$ cat src/rtl/crc16_serial.sv
module crc16_serial #(
  parameter int              WIDTH = 16,
  parameter logic [WIDTH-1:0] POLY  = 16'h8005,
  parameter logic [WIDTH-1:0] SEED  = 16'hFFFF
) (
  input  logic             clk,
  input  logic             rst_n,
  input  logic             init,
  input  logic             bit_valid,
  input  logic             bit_in,
  output logic [WIDTH-1:0] crc_out
);

  logic [WIDTH-1:0] lfsr_q;
  logic [WIDTH-1:0] lfsr_d;
  logic             fb;

  assign fb = bit_in ^ lfsr_q[WIDTH-1];

  genvar gi;
  generate
    for (gi = 0; gi < WIDTH; gi++) begin : g_stage
      if (gi == 0) begin : g_head
        assign lfsr_d[gi] = POLY[gi] & fb;
      end else if (POLY[gi]) begin : g_tap
        assign lfsr_d[gi] = lfsr_q[gi-1] ^ fb;
      end else begin : g_plain
        assign lfsr_d[gi] = lfsr_q[gi-1];
      end
    end
  endgenerate

  always_ff @(posedge clk) begin
    if (!rst_n || init)
      lfsr_q <= SEED;
    else if (bit_valid)
      lfsr_q <= lfsr_d;
  end

  assign crc_out = lfsr_q;

endmodule

$ cat config.mk
export PLATFORM = sky130hd
export DESIGN_NAME = crc16_serial
export DESIGN_NICKNAME = d
export VERILOG_FILES = /design/src/rtl/crc16_serial.sv
export SDC_FILE = /design/constraint.sdc
export NUM_CORES = 1
export LEC_CHECK = 0
export ABC_AREA = 1
export BUFFER_PORTS_ARGS = -buffer_cell sky130_fd_sc_hd__buf_2
export CELL_PAD_IN_SITES_DETAIL_PLACEMENT = 1
export CELL_PAD_IN_SITES_GLOBAL_PLACEMENT = 1
export CORE_MARGIN = 1
export CORE_UTILIZATION = 35
export DETAILED_ROUTE_END_ITERATION = 6
export GPL_TIMING_DRIVEN = 1
export PLACE_DENSITY = 0.78
export SLEW_MARGIN = 20
export SYNTH_ARGS = -nofsm -noshare
export SYNTH_HDL_FRONTEND = slang
export SYNTH_SLANG_ARGS = --single-unit
$ cat constraint.sdc
create_clock -name clk -period 1.3 [get_ports clk]
set_clock_uncertainty 0.2 [all_clocks]
set_input_delay 0 -clock clk [delete_from_list [all_inputs] [get_ports clk]]
set_output_delay 0 -clock clk [all_outputs]
set_load 0.1 [all_outputs]
==> results.tsv <==
metric	value	unit
outcome	finished clean	
synth_area_leaders	dfxtp_1 (43%), nand2_1 (14%), buf_4 (13%)	
grt_pass1_wl	2340	um
io_pins	21	
cp_num_buf_inv	1	
initial_utilization	37.6	%
grt_pass1_vias	538	
firstDrtPassIters	4	
finalHoldViolCount	0	
syn2layout_area_growth	23.9	%
grt_max_degree	19	
period_needed	1240	ps
seq_area_frac_synth	43.0	%
setup_viol	0	
drt_iter0_drc	16	
die_w	48.1	um
overflow	0	
syn_inst	95	
synthArstFlopShare	0	%
clock_latency	280	ps
fmax	807	MHz
num_vias	627	
post-route-drc-count	0	
total_power	0.00106	W
powerDensity	1150	nW/um^2
ys_ff_latch	16	
max_cap_violations	0	
clockBufferDepth	2	
largest_reg_flops	16	
synth_commonest_cells	nand2_1 (27), nand3_1 (19), dfxtp_1 (16), buf_4 (13), inv_1 (5)	
nNetsFinal	113	
syn_nets	100	
cts_inserted_buffers	3	
yosysTopAreaCell	dfxtp_1	
min_period_over_period	95.3	%
ys_warn_count	0	
synth_cell_type_count	13	
postSynthAreaPerCell	7.84	sq um
max_stage_delay	420	ps
maxSlewViolCount	0	
cp_max_fo	3	
wire_per_inst	11.3	um
endpoint_kind	output pin	
syn_area	744	sq um
drive_gt1_share	30.8	%
wl	1510	um
hold_class	input port to flip-flop	
grt_use_total	14.8	%
totalNegativeSetupSlack	0	ps
cp_top_family	buffers and inverters	
clock-root-buffer	clkbuf_4	
numClockSinks	16	
n_antenna_cell	0	
synth_edf_count	0	
synth_top_area_share	43.0	%
arrival	1040	ps
gp_congestion	0.720	
p_leak	0.456	nW
fp.coreArea	1980	sq um
vdd_drop_max	0.546	mV
dieArea	2320	sq um
tightestPinTransition	484	ps
die_h	48.1	um
clkSlewWorstSetupHoldPaths	100	ps
critical_path_required	1100	ps
crit_path_cell_trace	buf_2	
portBuffers	20	
critPathKind	flip-flop to output pin	
htree_levels	1	
yosysMostFrequentCell	nand2_1	
critPathSlowestCell	buf_2	
hpwl	1070	um
drt-vias-per-instance	4.68	
fillers	230	
rows	16	
route.antenna.remaining_nets	0	
cp-start-kind	flip-flop	
antenna_found_initial	0	
ys.flop_type	dfxtp_1	
tritoncts	built	
slew_headroom	68.0	%
rsz0062_at_grt	false	
## area by class of cell
class | instances | area (sq um) | share of cell area [%]
well taps | 27 | 33.8 | 3.66
flip-flops and latches | 16 | 327 | 35.4
clock buffers | 4 | 26.3 | 2.85
repair buffers | 25 | 248 | 26.9
multi-input cells | 56 | 260 | 28.2
inverters | 6 | 27.5 | 2.99
## path summary, 6_finish.rpt
check / startpoint / end / slack (ps) / cells past startpoint
setup / recovery: crc_out[14] / crc_out[14] / 60 / 1
hold / removal: init / crc_out[1] / 280 / 4
setup reg to reg: crc_out[15] / crc_out[2] / 270 / 5
hold reg to reg: crc_out[14] / crc_out[14] / 300 / 2
## logic make-up (layout without fill, tap and decap cells)
| family | count (synthesis) | in the layout | synth area share (%) |
|---|---|---|---|
| AOI/OAI and AO/OA | 4 | 4 | 2.69 |
| buffers and inverters | 23 | 35 | 22.0 |
| DFF | 16 | 16 | 43.0 |
| and+or+nand+nor | 52 | 52 | 32.3 |
## layer usage
| metal | up-vias | track usage, % | share of wire, % |
|---|---|---|---|
| met5 | - | 0 | 0 |
| met4 | 0 | 8.33 | 0.99 |
| met3 | 2 | 3.33 | 2.7 |
| met2 | 11 | 22.2 | 49 |
| met1 | 299 | 19.6 | 47 |
| li1 | 315 | - | - |
## through the flow
step	util, %	hold WS [ps]	area (sq um)	instances	setup slack [ps]
2_1_floorplan	-	-94.5	751	95	68.6
3_3_place_gp	41.9	34.1	831	126	304
3_5_place_dp	41.9	39.6	831	126	288
4_1_cts	45.4	274	900	134	4.17
5_1_grt	46.5	283	922	134	17.3
6_report	46.5	275	922	134	61.5
## layout by cell type (no fill, tap or decap)
cell / instances
nand2_1: 27
nand3_1: 19
dfxtp_1: 13
clkbuf_4: 12
inv_1: 5
buf_2: 5
buf_12: 5
nand2_2: 4
dlygate4sd3_1: 4
a21oi_1: 3
dfxtp_2: 2
buf_4: 2
nor2_4: 1
inv_6: 1
nand3b_1: 1
o21ai_0: 1
clkbuf_1: 1
dfxtp_4: 1
## power breakdown
| group | total, W | switching [W] | internal, W |
|---|---|---|---|
| Clock | 0.000268 | 0.000150 | 0.000119 |
| Sequential | 0.000526 | 0.0000183 | 0.000507 |
| Combinational | 0.000263 | 0.000192 | 0.0000711 |
## timing repair
action / 4_1_cts / 5_1_grt
setup endpoints to repair: 1 / 9
buffers inserted: 0 / 0
endpoints found under the hold margin: 16 / 0
hold buffers: 4 / 0
cloned: 0 / 0
resized for setup: 1 / 9
(Power assumes the default switching activity.)
